**src/rtl/uart_irq_pkg.sv**
```systemverilog
package uart_irq_pkg;
   localparam int CTL_THR_BIT  = 1;
   localparam int CTL_TXEN_BIT = 4;
   localparam int CTL_RXEN_BIT = 5;
   localparam int ST_TXE_BIT   = 0;
   localparam int ST_RDY_BIT   = 1;
   localparam int ST_TWO_BIT   = 3;
   localparam int NUM_SRC      = 3;
   typedef enum int {SRC_TX = 0, SRC_RX = 1, SRC_ERR = 2} irq_src_e;
endpackage

```
**src/rtl/uart_irq_txflag.sv**
```systemverilog
module uart_irq_txflag (
   input  logic clk,
   input  logic rst_n,
   input  logic load_i,
   input  logic cpu_wr_i,
   output logic empty_o,
   output logic rise_o
);
   logic empty_q;

   always_ff @(posedge clk or negedge rst_n) begin
      if (!rst_n)        empty_q <= 1'b1;
      else if (load_i)   empty_q <= 1'b1;
      else if (cpu_wr_i) empty_q <= 1'b0;
   end

   assign empty_o = empty_q;
   assign rise_o  = load_i & ~empty_q;


   tx_load_sets_chk: assert property (@(posedge clk) disable iff (!rst_n)
      load_i |=> empty_o);

   tx_write_clears_chk: assert property (@(posedge clk) disable iff (!rst_n)
      (cpu_wr_i && !load_i) |=> !empty_o);
endmodule

```
**src/rtl/uart_irq_rxbuf.sv**
```systemverilog
module uart_irq_rxbuf #(
   parameter int DEPTH = 2
) (
   input  logic clk,
   input  logic rst_n,
   input  logic push_i,
   input  logic pop_i,
   input  logic two_word_i,
   output logic ready_o,
   output logic second_o,
   output logic event_o
);
   localparam int CNT_W = $clog2(DEPTH + 1);
   localparam logic [CNT_W-1:0] FULL = CNT_W'(DEPTH);

   generate
      if (DEPTH != 2) begin : g_bad_depth
         $error("uart_irq_rxbuf: DEPTH must be 2");
      end
   endgenerate

   logic [CNT_W-1:0] cnt_q, cnt_mid, cnt_nxt;
   logic             ready_nxt, second_nxt;

   always_comb begin
      cnt_mid = (pop_i && cnt_q != '0) ? cnt_q - 1'b1 : cnt_q;
      cnt_nxt = (push_i && cnt_mid != FULL) ? cnt_mid + 1'b1 : cnt_mid;
   end

   always_ff @(posedge clk or negedge rst_n) begin
      if (!rst_n) cnt_q <= '0;
      else        cnt_q <= cnt_nxt;
   end

   assign ready_o    = (cnt_q != '0);
   assign second_o   = (cnt_q == FULL);
   assign ready_nxt  = (cnt_nxt != '0);
   assign second_nxt = (cnt_nxt == FULL);
   assign event_o    = two_word_i ? (second_nxt & ~second_o)
                                  : (ready_nxt & ~ready_o);


   second_implies_ready_chk: assert property (@(posedge clk) disable iff (!rst_n)
      second_o |-> ready_o);

   push_makes_ready_chk: assert property (@(posedge clk) disable iff (!rst_n)
      (push_i && !pop_i) |=> ready_o);
endmodule

```
**src/rtl/uart_irq_merge.sv**
```systemverilog
module uart_irq_merge #(
   parameter int N = 3
) (
   input  logic         clk,
   input  logic         rst_n,
   input  logic [N-1:0] evt_i,
   input  logic [N-1:0] en_i,
   output logic         irq_o
);
   logic [N-1:0] gated;

   generate
      if (N < 1) begin : g_bad_n
         $error("uart_irq_merge: N must be at least 1");
      end
      for (genvar i = 0; i < N; i++) begin : g_gate
         assign gated[i] = evt_i[i] & en_i[i];
      end
   endgenerate

   always_ff @(posedge clk or negedge rst_n) begin
      if (!rst_n) irq_o <= 1'b0;
      else        irq_o <= |gated;
   end
endmodule

```
**src/rtl/uart_irq_gen.sv**
```systemverilog
module uart_irq_gen
   import uart_irq_pkg::*;
#(
   parameter int DATA_W = 8
) (
   input  logic              clk,
   input  logic              rst_n,
   input  logic              ctl_we,
   input  logic              stat_we,
   input  logic [DATA_W-1:0] wdata,
   output logic [DATA_W-1:0] ctl_rdata,
   output logic [DATA_W-1:0] stat_rdata,
   input  logic              txd_we,
   input  logic              rxd_re,
   input  logic              tx_load,
   input  logic              rx_push,
   input  logic              err_strobe,
   input  logic              err_en,
   output logic              irq
);
   generate
      if (DATA_W < 6) begin : g_bad_width
         $error("uart_irq_gen: DATA_W must be at least 6");
      end
   endgenerate

   localparam logic [DATA_W-1:0] CTL_MASK =
      (DATA_W'(1) << CTL_THR_BIT) | (DATA_W'(1) << CTL_TXEN_BIT) |
      (DATA_W'(1) << CTL_RXEN_BIT);

   logic [DATA_W-1:0] ctl_q;
   logic              tx_empty, tx_rise;
   logic              rx_ready, rx_second, rx_evt;
   logic [NUM_SRC-1:0] evt, en;

   always_ff @(posedge clk or negedge rst_n) begin
      if (!rst_n)      ctl_q <= '0;
      else if (ctl_we) ctl_q <= wdata & CTL_MASK;
   end

   uart_irq_txflag u_tx (
      .clk(clk), .rst_n(rst_n), .load_i(tx_load), .cpu_wr_i(txd_we),
      .empty_o(tx_empty), .rise_o(tx_rise)
   );

   uart_irq_rxbuf #(.DEPTH(2)) u_rx (
      .clk(clk), .rst_n(rst_n), .push_i(rx_push), .pop_i(rxd_re),
      .two_word_i(ctl_q[CTL_THR_BIT]), .ready_o(rx_ready),
      .second_o(rx_second), .event_o(rx_evt)
   );

   always_comb begin
      evt          = '0;
      en           = '0;
      evt[SRC_TX]  = tx_rise;
      en[SRC_TX]   = ctl_q[CTL_TXEN_BIT];
      evt[SRC_RX]  = rx_evt;
      en[SRC_RX]   = ctl_q[CTL_RXEN_BIT];
      evt[SRC_ERR] = err_strobe;
      en[SRC_ERR]  = err_en;
   end

   uart_irq_merge #(.N(NUM_SRC)) u_merge (
      .clk(clk), .rst_n(rst_n), .evt_i(evt), .en_i(en), .irq_o(irq)
   );

   always_comb begin
      stat_rdata             = '0;
      stat_rdata[ST_TXE_BIT] = tx_empty;
      stat_rdata[ST_RDY_BIT] = rx_ready;
      stat_rdata[ST_TWO_BIT] = rx_second;
   end
   assign ctl_rdata = ctl_q;


   no_stray_irq_chk: assert property (@(posedge clk) disable iff (!rst_n)
      !(tx_load || rx_push || (err_strobe && err_en)) |=> !irq);

   rx_disabled_quiet_chk: assert property (@(posedge clk) disable iff (!rst_n)
      (!ctl_rdata[CTL_RXEN_BIT] && !tx_load && !(err_strobe && err_en)) |=> !irq);

   stat_write_ignored_chk: assert property (@(posedge clk) disable iff (!rst_n)
      (stat_we && !tx_load && !txd_we && !rx_push && !rxd_re) |=> $stable(stat_rdata));
endmodule

```
**config.mk**
```make
export PLATFORM = sky130hd
export DESIGN_NAME = uart_irq_gen
export DESIGN_NICKNAME = d
export VERILOG_FILES = /design/src/rtl/uart_irq_pkg.sv /design/src/rtl/uart_irq_txflag.sv /design/src/rtl/uart_irq_rxbuf.sv /design/src/rtl/uart_irq_merge.sv /design/src/rtl/uart_irq_gen.sv
export SDC_FILE = /design/constraint.sdc
export NUM_CORES = 1
export LEC_CHECK = 0
export ABC_AREA = 1
export BUFFER_PORTS_ARGS = -buffer_cell sky130_fd_sc_hd__clkbuf_2
export CORE_MARGIN = 2
export CORE_UTILIZATION = 30
export DETAILED_ROUTE_END_ITERATION = 10
export MAX_ROUTING_LAYER = met4
export SYNTH_ARGS = -nofsm -noshare
export SYNTH_HDL_FRONTEND = slang
export SYNTH_SLANG_ARGS = --single-unit
```
**constraint.sdc**
```tcl
create_clock -name clk -period 2.3 [get_ports clk]
set_clock_uncertainty 0.2 [all_clocks]
set_input_delay 0.115 -clock clk [delete_from_list [all_inputs] [get_ports clk]]
set_output_delay 0.115 -clock clk [all_outputs]
set_load 0.01 [all_outputs]
```
==> out/qor.csv, run 1 <==
stage;metric;value;unit
synthesis;synth_edf_count;0;
drt;vias_per_cell;4.071;
finish;multi_input_area;237.7;um2
global_routing;largest_net_degree_at_the_start_of_global_routing;8;
drt;drc_errors;0;
synthesis;synth.distinct_cells;17;
synthesis;synth-async-reset-ratio;1.000;
clock_network;clk-insertion-delay-late;250;ps
drt;drt_pass1_iterations;2;
sta;min_period;2083;ps
floorplanning;fp.dieH;46.05;um
global_routing;first_pass_grt_wire_length;1745;um
synthesis;synth.top_cell.area_share;0.2830;
floorplanning;core.rowCount;15;
drt;dr_total_vias;460;
placed_design;dp_wirelength;739.8;um
worst_setup_path;crit_fanout;6;
finish;layoutNonFillerInstCount;113;
drt;drt_first_iter_violations;2;
status;outcome;finished clean;
sta;timing_hold_violations_final;0;
synthesis;synthTopCellsByArea;dfrtp_1, buf_4, nand2_1;
clock_network;worst_setup_hold_path_clk_slew;60;ps
sta;maxSlewViolCount;0;
finish;fin_nets;118;
synthesis;seq_area_frac_synth;0.3325;
floorplanning;i_o_pin_cnt;35;
power;finalPower;0.6402;mW
sta;layout_worst_path_cycle_share;0.9058;
worst_setup_path;worst_setup_path_endpoint;u_merge.irq_o;
placed_design;place_congestion;0.7860;
clock_network;cts_tree;built;
synthesis;yosys_warnings;0;
finish;drive_gt1_frac;0.3229;
worst_setup_path;reg2reg_depth;15;
worst_setup_path;crit_required;2240;ps
sta;setup_slack;216.6;ps
worst_setup_path;timing.critical_path.to_type;flop;
placed_design;placement.io_buffers;18;
clock_network;cts_num_sinks;7;
worst_setup_path;startpoint_type;flop;
placed_design;placed_instances;96;
synthesis;synth_area;530.5;um2
worst_setup_path;crit_start;u_rx.cnt_q[0];
clock_network;tritoncts.num_buffers;3;
worst_setup_path;regToRegEndpoint;u_merge.irq_o;
global_routing;first_global_vias;428;
power;power.leakage;0.4144;nW
finish;syn2layout_area_growth;37.03;%
placed_design;placement.cell_area;570.5;um2
synthesis;most_common_flop_cell_mapped_by_yosys;dfrtp_1;
synthesis;synth_seq_cells;7;
synthesis;synth.avg_cell_area;8.038;um2
power;power_density;880.7;nW/um2
sta;rsz_0062_raised_after_global_routing;no;
drt;post_drt_wl_per_cell;9.566;um
drt;routed_antenna_nets;0;
floorplanning;floorplan.core_area;1689;um2
finish;sequential_standard_cell_area;176.4;um2
clock_network;clock_path_buffers;2;
floorplanning;dieWidth;46.05;um
sta;fin_setup_tns;0;ps
worst_setup_path;timing.rr.start;u_rx.cnt_q[0];
placed_design;placement.setup.worst_slack;228.1;ps
floorplanning;design.die.area;2121;um2
job;cap_viol_max_count;0;
drt;detail_route.wirelength;1081;um
finish;num_antenna_cells;0;
sta;hold_ws;21.59;ps
hold_path;worstHoldPathType;in -> reg;
finish;num-fill-cells;180;
worst_setup_path;critical_path_arrival;2020;ps
global_routing;grt_use_total;0.1252;
clock_network;clock-root-buffer;clkbuf_4;
synthesis;post_synth_inst_count;66;
sta;finalSetupViolations;0;
clock_network;post_cts.repair.setup_buffers;0;
worst_setup_path;rrSetupSlack;220;ps
synthesis;netlist_top_cells_count;buf_4, nand2_1, inv_1, dfrtp_1, nand3_1;
global_routing;antenna_violations_before_repair;0;
finish;post-route-util;0.4304;
synthesis;post-synth-top-count-cell;buf_4;
floorplanning;floorplan.initialDensity;0.3141;
power;ir_worst_vdd;311.0;uV
sta;timing.fmax;480.0;MHz
synthesis;synth_area_leader_cell;dfrtp_1;
global_routing;grt-ovfl-total;0;
worst_setup_path;criticalPathCategory;reg -> reg;
clock_network;deepest_level_of_the_cts_h_tree;1;
finish;final_area;726.9;um2
==> power by group <==
part / switching (mW) / internal, mW / leakage [nW]
sequential: 0.0211 / 0.155 / 0.0819
combinational: 0.207 / 0.144 / 0.318
clock: 0.0472 / 0.0663 / 0.0150
total: 0.275 / 0.365 / 0.414
==> logic make-up (layout without fill, tap and decap cells) <==
family,Yosys count,after routing,synth area share
compound gates,5,5,0.06132
fa+ha+maj,3,3,0.07076
buf+inv,26,47,0.2830
flops,7,7,0.3325
mux,1,1,0.02122
other cells,1,10,0.007069
simple gates,23,23,0.2240
==> registers in the layout, summed over array words and instances (netlist names) <==
register	count
ctl_rdata	3
u_rx.cnt_q	2
u_merge.irq_o	1
u_tx.empty_o	1
==> metal layers <==
layer / GRT usage / part of all wire
met3: 0.02353 / 0.056
met5: - / 0
met1: 0.1346 / 0.43
met4: 0.1029 / 0.0074
met2: 0.1972 / 0.51
==> placed cells by master (no fill, tap or decap), drive strengths merged <==
cell type and count:
a21oi 1, nand2 15, nand3b 1, o21ai 2, dfstp 1, dfrtp 6
nand3 7, clkbuf 22, inv 12, o21bai 1, dlygate4sd3 13, a32o 1
mux2 1, ha 3, conb 10
==> worst max-delay path, cell delays in order, from the launching register on <==
cell	delay [ps]
dfrtp_1	370
inv_1	110
ha_1	220
inv_2	110
nand2_2	80
nand2_1	80
nand2_1	60
ha_1	190
inv_1	50
nand2_1	80
inv_1	100
nand3_2	100
nand3_1	80
nand2_1	50
nand3_1	60
nand2_1	50
==> worst min-delay path by stage <==
stage / from / cells past startpoint / slack (ps) / to
3_3_place_gp: rst_n / 1 / -240 / ctl_rdata[5]
2_1_floorplan: rst_n / 0 / -380 / ctl_rdata[1]
5_1_grt: rx_push / 4 / 60 / u_rx.cnt_q[0]
4_1_cts: rst_n / 2 / 20 / ctl_rdata[4]
6_report: rx_push / 4 / 20 / u_rx.cnt_q[0]
3_5_place_dp: rst_n / 1 / -240 / ctl_rdata[5]
==> cell type report <==
class	count	area share
Multi-Input combinational cell	42	0.3270
Timing Repair Buffer	31	0.3029
Sequential cell	7	0.2427
Inverter	12	0.06196
Clock buffer	4	0.03614
Tap cell	17	0.02926
==> what timing repair did <==
| item | CTS | global route |
|---|---|---|
| endpoints found under the hold margin | 12 | 0 |
| hold buffers | 13 | 0 |
| resized for setup | 0 | 0 |
Power figures use the tool's default switching activity.
==> run 2: changes to the inputs <==
--- a/config.mk
+++ b/config.mk
@@ -7,10 +7,13 @@
 export LEC_CHECK = 0
 export ABC_AREA = 1
 export BUFFER_PORTS_ARGS = -buffer_cell sky130_fd_sc_hd__clkbuf_2
+export CELL_PAD_IN_SITES_DETAIL_PLACEMENT = 0
+export CELL_PAD_IN_SITES_GLOBAL_PLACEMENT = 1
 export CORE_MARGIN = 2
-export CORE_UTILIZATION = 30
+export CORE_UTILIZATION = 27
 export DETAILED_ROUTE_END_ITERATION = 10
 export MAX_ROUTING_LAYER = met4
+export PLACE_DENSITY_LB_ADDON = 0.1
 export SYNTH_ARGS = -nofsm -noshare
 export SYNTH_HDL_FRONTEND = slang
 export SYNTH_SLANG_ARGS = --single-unit
==> run 2 against run 1 <==
Effect of this change: cell count rose by 11%; largest cell class unchanged; power increased by 2.9%; register-to-register slack improved by 60 ps.
==> out/qor.csv, run 2 (same netlist as run 1, synthesis figures left out) <==
stage;metric;value;unit;change
status;outcome;finished clean;;unchanged
worst_setup_path;rrSetupSlack;280;ps;was 220 ps
drt;routed-wl-met3;68;um;was 61 um
sta;timing_hold_violations_final;0;;unchanged
clock_network;cts_tree;built;;unchanged
placed_design;dp_wirelength;717.7;um;was 739.8 um
power;finalPower;0.6587;mW;was 0.6402 mW
power;ir_worst_vdd;349.5;uV;was 311.0 uV
finish;largest_register_ffs;3;;unchanged
finish;layout_commonest_cell;clkbuf_2;;unchanged
clock_network;tritoncts.num_buffers;3;;unchanged
worst_setup_path;critical_path_s_top_delay_family;buffers and inverters;;was simple AND/OR/NAND/NOR gates
sta;finalSetupViolations;0;;unchanged
clock_network;deepest_level_of_the_cts_h_tree;1;;unchanged
sta;timing.fmax;489.7;MHz;was 480.0 MHz
worst_setup_path;cp_slowest_stage_delay;560;ps;was 370 ps
clock_network;cts_num_sinks;7;;unchanged
hold_path;worstHoldPathType;in -> reg;;unchanged
sta;layout_worst_path_cycle_share;0.8879;;was 0.9058
drt;met2RoutedLength;505;um;was 547 um
floorplanning;design.die.area;2335;um2;was 2121 um2
sta;rsz_0062_raised_after_global_routing;no;;unchanged
global_routing;grt-ovfl-total;0;;unchanged
drt;dr_total_vias;462;;was 460
placed_design;place_congestion;0.7612;;was 0.7860
clock_network;clock-root-buffer;clkbuf_4;;unchanged
global_routing;first_pass_grt_wire_length;1925;um;was 1745 um
finish;post-route-util;0.3980;;was 0.4304
drt;drt_pass1_iterations;2;;unchanged
hold_path;min_to;u_rx.cnt_q[0];;unchanged
worst_setup_path;crit_required;2230;ps;was 2240 ps
finish;fin_nets;120;;was 118
finish;final_area;757.0;um2;was 726.9 um2
worst_setup_path;cp_cell_sequence;dlygate4sd3_1 > clkbuf_2 > nand2_1 > dlygate4sd3_1 > o21ai_0 > dlygate4sd3_1;;was inv_1 > ha_1 > inv_2 > nand2_2 > nand2_1 > nand2_1 > ha_1 > inv_1 > nand2_1 > inv_1 > nand3_2 > nand3_1 > nand2_1 > nand3_1 > nand2_1
drt;route.layer.met1.wl;440;um;was 463 um
hold_path;holdCritStartpoint;rx_push;;unchanged
finish;num_antenna_cells;0;;unchanged
global_routing;first_global_vias;419;;was 428
worst_setup_path;regToRegEndpoint;u_merge.irq_o;;unchanged
clock_network;clock_path_buffers;2;;unchanged
sta;min_period;2042;ps;was 2083 ps
floorplanning;dieWidth;48.33;um;was 46.05 um
worst_setup_path;most_prevalent_standard_cell_on_the_critical_path;dlygate4sd3_1;;was nand2_1
worst_setup_path;timing.critical_path.to_type;flop;;unchanged
floorplanning;fp.dieH;48.33;um;was 46.05 um
drt;drc_errors;0;;unchanged
drt;topRoutingLayerUsed;met3;;was met4
worst_setup_path;reg2reg_depth;15;;unchanged
finish;most-common-layout-cells;clkbuf_2, dlygate4sd3_1, nand2_1, conb_1, inv_1;;was clkbuf_2, dlygate4sd3_1, nand2_1
global_routing;grt_use_total;0.1103;;was 0.1252
drt;drt_first_iter_violations;1;;was 2
placed_design;placement.cell_area;583.1;um2;was 570.5 um2
drt;post_drt_wl_per_cell;8.120;um;was 9.566 um
hold_path;worst_hold_path.num_cells;4;;unchanged
finish;syn2layout_area_growth;42.69;%;was 37.03%
floorplanning;floorplan.initialDensity;0.2789;;was 0.3141
clock_network;worst_setup_hold_path_clk_slew;50;ps;was 60 ps
drt;detail_route.wirelength;1015;um;was 1081 um
job;cap_viol_max_count;0;;unchanged
worst_setup_path;buffering_stage_count_on_the_worst_path_with_inverters_included;4;;unchanged
drt;routed_antenna_nets;0;;unchanged
worst_setup_path;critical-path-slowest-cell;dlygate4sd3_1;;was dfrtp_1
clock_network;clk-insertion-delay-late;250;ps;about the same
worst_setup_path;startpoint_type;input pin;;was flop
floorplanning;core.rowCount;16;;was 15
finish;num-fill-cells;208;;was 180
floorplanning;floorplan.core_area;1902;um2;was 1689 um2
global_routing;largest_net_degree_at_the_start_of_global_routing;8;;unchanged
placed_design;placement.io_buffers;18;;unchanged
floorplanning;i_o_pin_cnt;35;;unchanged
power;power.leakage;0.4228;nW;was 0.4144 nW
worst_setup_path;critical_path_arrival;1970;ps;was 2020 ps
worst_setup_path;timing.rr.start;u_rx.cnt_q[0];;unchanged
drt;vias_per_cell;3.696;;was 4.071
sta;fin_setup_tns;0;ps;unchanged
finish;drive_gt1_frac;0.3571;;was 0.3229
worst_setup_path;criticalPathCategory;in -> reg;;was reg -> reg
power;power_density;870.2;nW/um2;was 880.7 nW/um2
worst_setup_path;crit_fanout;1;;was 6
sta;maxSlewViolCount;0;;unchanged
global_routing;antenna_violations_before_repair;0;;unchanged
## run 2: cell count changes in the layout (fill, tap and decap cells not counted)
cell / delta
buf_4: +2
inv_2: +1
nand2_1: -1
inv_1: -1
nand2_2: +1
## run 2: cell type report
class                           instances  area [um2]  area share
Clock buffer                            4       26.28     0.03471
Inverter                               12       45.04     0.05950
Multi-Input combinational cell         42       240.2      0.3174
Sequential cell                         7       176.4      0.2331
Tap cell                               27       33.78     0.04463
Timing Repair Buffer                   33       235.2      0.3107
## run 2: worst max-delay path by stage
stage | end | depth (start not counted) | slack [ps] | start
global route | u_merge.irq_o | 15 | 10 | u_rx.cnt_q[0]
floorplan | u_merge.irq_o | 15 | 420 | u_rx.cnt_q[0]
finish | ctl_rdata[1] | 6 | 260 | wdata[1]
detailed placement | u_merge.irq_o | 15 | 220 | u_rx.cnt_q[0]
CTS | u_merge.irq_o | 15 | 210 | u_rx.cnt_q[0]
global placement | u_merge.irq_o | 15 | 200 | u_rx.cnt_q[0]
## run 2: what timing repair did
action                     CTS  global route
setup endpoints to repair    0             1
buffers inserted             0             2
hold endpoints to repair    12             0
hold buffers                13             0
gates resized for setup      0             2
## run 2: where the power goes
group          internal, mW  leakage [nW]  switching, mW  total (mW)
logic                 0.165         0.326          0.208       0.374
registers             0.155        0.0819         0.0202       0.175
clock network        0.0661        0.0150         0.0435       0.110
## run 2: worst min-delay path: cells and delay by family
| kind | cells | cell delay (ps) |
|---|---|---|
| buffers and inverters | 1 | 80 |
| and+or+nand+nor | 3 | 220 |
## run 2: through the flow
| stage | setup WS [ps] | hold slack [ps] | std cells |
|---|---|---|---|
| final | 257.8 | 18.58 | 125 |
| after global routing | 9.924 | 30.29 | 125 |
| after CTS | 206.7 | 31.36 | 123 |
| after detailed placement | 218.7 | -240.1 | 106 |
| after global placement | 197.4 | -236.7 | 106 |
| after floorplan | 419.0 | -380.6 | 75 |
## run 2: layer usage
| metal | up-vias | GRT usage |
|---|---|---|
| li1 | 246 | - |
| met2 | 17 | 0.1690 |
| met4 | 0 | 0.02857 |
| met3 | 0 | 0.04630 |
| met1 | 199 | 0.1348 |
| met5 | - | - |
==> run 3: changes to the inputs <==
--- a/config.mk
+++ b/config.mk
@@ -6,7 +6,7 @@
 export NUM_CORES = 1
 export LEC_CHECK = 0
 export ABC_AREA = 1
-export BUFFER_PORTS_ARGS = -buffer_cell sky130_fd_sc_hd__clkbuf_2
+export BUFFER_PORTS_ARGS = -buffer_cell sky130_fd_sc_hd__buf_2
 export CELL_PAD_IN_SITES_DETAIL_PLACEMENT = 0
 export CELL_PAD_IN_SITES_GLOBAL_PLACEMENT = 1
 export CORE_MARGIN = 2
@@ -14,6 +14,7 @@
 export DETAILED_ROUTE_END_ITERATION = 10
 export MAX_ROUTING_LAYER = met4
 export PLACE_DENSITY_LB_ADDON = 0.1
+export REMOVE_ABC_BUFFERS = 1
 export SYNTH_ARGS = -nofsm -noshare
 export SYNTH_HDL_FRONTEND = slang
 export SYNTH_SLANG_ARGS = --single-unit
==> run 3 against run 2 <==
Effect of this change: combinational power down 7.8%; non-clock buffer count down 2; power down 4.6%; first-iteration DRC count rose to 5.0 times the previous value; clock power about the same; flip-flop and latch count unchanged; design area down 2.3%; register-to-register slack worse by 40 ps; worst hold slack better by 9.1 ps; global-route usage down 0.90 points; core utilization down 0.92 points; cell count down 1.6%; largest cell class unchanged.
==> out/qor.csv, run 3 (same netlist as run 1, synthesis figures left out) <==
stage;metric;value;unit;change
finish;num_antenna_cells;0;;unchanged
clock_network;cts_num_sinks;7;;unchanged
drt;routed-wl-met3;45;um;was 68 um
drt;post_drt_wl_per_cell;8.024;um;was 8.120 um
power;ir_worst_vdd;433.8;uV;was 349.5 uV
worst_setup_path;reg2reg_depth;15;;unchanged
global_routing;antenna_violations_before_repair;0;;unchanged
drt;drt_first_iter_violations;5;;was 1
clock_network;clk-insertion-delay-late;250;ps;about the same
global_routing;largest_net_degree_at_the_start_of_global_routing;8;;unchanged
drt;route.layer.met1.wl;393;um;was 440 um
finish;largest_register_ffs;3;;unchanged
sta;maxSlewViolCount;0;;unchanged
worst_setup_path;crit_start;u_rx.cnt_q[0];;was wdata[1]
drt;topRoutingLayerUsed;met3;;unchanged
sta;timing_hold_violations_final;0;;unchanged
sta;timing.fmax;484.5;MHz;was 489.7 MHz
finish;drive_gt1_frac;0.3229;;was 0.3571
global_routing;grt-ovfl-total;0;;unchanged
floorplanning;dieWidth;48.33;um;unchanged
status;outcome;finished clean;;unchanged
clock_network;cts.repair.resized;0;;unchanged
drt;vias_per_cell;3.797;;was 3.696
sta;rsz_0062_raised_after_global_routing;no;;unchanged
global_routing;grt_use_total;0.1013;;was 0.1103
finish;fin_nets;118;;was 120
power;power_density;849.8;nW/um2;was 870.2 nW/um2
sta;fin_setup_tns;0;ps;unchanged
worst_setup_path;critical_path_s_top_delay_family;simple AND/OR/NAND/NOR gates;;was buffers and inverters
worst_setup_path;most_prevalent_standard_cell_on_the_critical_path;nand2_1;;was dlygate4sd3_1
placed_design;placement.io_buffers;18;;unchanged
drt;detail_route.wirelength;987;um;was 1015 um
floorplanning;fp.dieH;48.33;um;unchanged
clock_network;tritoncts.num_buffers;3;;unchanged
worst_setup_path;regToRegEndpoint;u_merge.irq_o;;unchanged
worst_setup_path;startpoint_type;flop;;was input pin
drt;drt_pass1_iterations;3;;was 2
floorplanning;floorplan.core_area;1902;um2;unchanged
finish;layout_commonest_cell;buf_2;;was clkbuf_2
clock_network;clock-root-buffer;clkbuf_4;;unchanged
worst_setup_path;cp_cell_sequence;inv_1 > ha_1 > inv_2 > nand2_2 > nand2_1 > nand2_1 > ha_1 > inv_1 > nand2_1 > inv_1 > nand3_2 > nand3_1 > nand2_1 > nand3_1 > nand2_1;;was dlygate4sd3_1 > clkbuf_2 > nand2_1 > dlygate4sd3_1 > o21ai_0 > dlygate4sd3_1
placed_design;dp_wirelength;750.2;um;was 717.7 um
drt;drc_errors;0;;unchanged
worst_setup_path;critical_path_arrival;2000;ps;was 1970 ps
worst_setup_path;cp_slowest_stage_delay;350;ps;was 560 ps
floorplanning;design.die.area;2335;um2;unchanged
finish;most-common-layout-cells;buf_2, dlygate4sd3_1, nand2_1;;was clkbuf_2, dlygate4sd3_1, nand2_1, conb_1, inv_1
global_routing;first_pass_grt_wire_length;1821;um;was 1925 um
clock_network;deepest_level_of_the_cts_h_tree;1;;unchanged
floorplanning;core.rowCount;16;;unchanged
floorplanning;i_o_pin_cnt;35;;unchanged
sta;hold_ws;27.71;ps;was 18.58 ps
sta;min_period;2064;ps;was 2042 ps
worst_setup_path;critical-path-slowest-cell;dfrtp_1;;was dlygate4sd3_1
drt;routed_antenna_nets;0;;unchanged
sta;layout_worst_path_cycle_share;0.8975;;was 0.8879
worst_setup_path;crit_required;2240;ps;was 2230 ps
sta;finalSetupViolations;0;;unchanged
floorplanning;floorplan.initialDensity;0.2789;;unchanged
hold_path;worstHoldPathType;in -> async;;was in -> reg
clock_network;clock_path_buffers;2;;unchanged
job;cap_viol_max_count;0;;unchanged
drt;met2RoutedLength;548;um;was 505 um
worst_setup_path;criticalPathCategory;reg -> reg;;was in -> reg
worst_setup_path;rrSetupSlack;240;ps;was 280 ps
worst_setup_path;timing.critical_path.to_type;flop;;unchanged
global_routing;first_global_vias;471;;was 419
worst_setup_path;buffering_stage_count_on_the_worst_path_with_inverters_included;4;;unchanged
placed_design;place_congestion;0.7970;;was 0.7612
power;power.leakage;0.4106;nW;was 0.4228 nW
clock_network;cts_tree;built;;unchanged
drt;dr_total_vias;467;;was 462
finish;syn2layout_area_growth;39.39;%;was 42.69%
worst_setup_path;timing.rr.start;u_rx.cnt_q[0];;unchanged
clock_network;worst_setup_hold_path_clk_slew;50;ps;about the same
worst_setup_path;crit_fanout;6;;was 1
## run 3: cell count changes in the layout (fill, tap and decap cells not counted)
cell,previous run,this run
nand2_2,5,4
buf_4,2,0
clkbuf_2,18,0
inv_1,9,10
buf_2,0,18
inv_2,3,2
nand2_1,10,11
## run 3: how the worst max path moves through the flow
stage          slack (ps)  cells past startpoint             to
2_1_floorplan         380                     15  u_merge.irq_o
3_3_place_gp          220                     15  u_merge.irq_o
3_5_place_dp          210                     15  u_merge.irq_o
4_1_cts               200                     15  u_merge.irq_o
5_1_grt                 7                     15  u_merge.irq_o
6_report              240                     15  u_merge.irq_o
## run 3: final cells by class
cell class / count / area (um2)
Multi-Input combinational cell: 42 / 237.7
Clock buffer: 4 / 26.28
Timing Repair Buffer: 31 / 220.2
Sequential cell: 7 / 176.4
Fill cell: 211 / 1162
Tap cell: 27 / 33.78
Inverter: 12 / 45.04
## run 3: worst register-to-register path: stages, from the launching register on
cell and delay [ps]:
dfrtp_1 350, inv_1 90, ha_1 210, inv_2 110
nand2_2 80, nand2_1 80, nand2_1 60, ha_1 190
inv_1 50, nand2_1 90, inv_1 100, nand3_2 90
nand3_1 70, nand2_1 50, nand3_1 70, nand2_1 50
## run 3: power by group
part / internal [mW] / total (mW) / leakage [nW] / switching, mW
registers: 0.155 / 0.172 / 0.0819 / 0.0172
clock network: 0.0662 / 0.111 / 0.0150 / 0.0447
logic: 0.143 / 0.345 / 0.314 / 0.202
## run 3: per-layer routing
metal / track usage / vias up
met5: - / -
met4: 0.05714 / 0
met3: 0.02160 / 0
met2: 0.1852 / 16
met1: 0.09903 / 211
li1: - / 240
## run 3: through the flow
| step | std cells | total power, mW | area [um2] | utilization | setup slack, ps |
|---|---|---|---|---|---|
| global route | 123 | 0.7062 | 739.5 | 0.3888 | 7.147 |
| global placement | 106 | 0.5073 | 583.1 | 0.3066 | 215.3 |
| CTS | 123 | 0.6458 | 739.5 | 0.3888 | 197.4 |
| detailed placement | 106 | 0.5076 | 583.1 | 0.3066 | 207.8 |
| floorplan | 61 | 0.4219 | 459.2 | - | 380.3 |
| finish | 123 | 0.6284 | 739.5 | 0.3888 | 235.9 |
## run 3: what timing repair did
action                                  in CTS  in global routing
hold buffers                                13                  0
setup buffers                                0                  0
endpoints found under the setup margin       0                  0
hold endpoints to repair                    12                  0
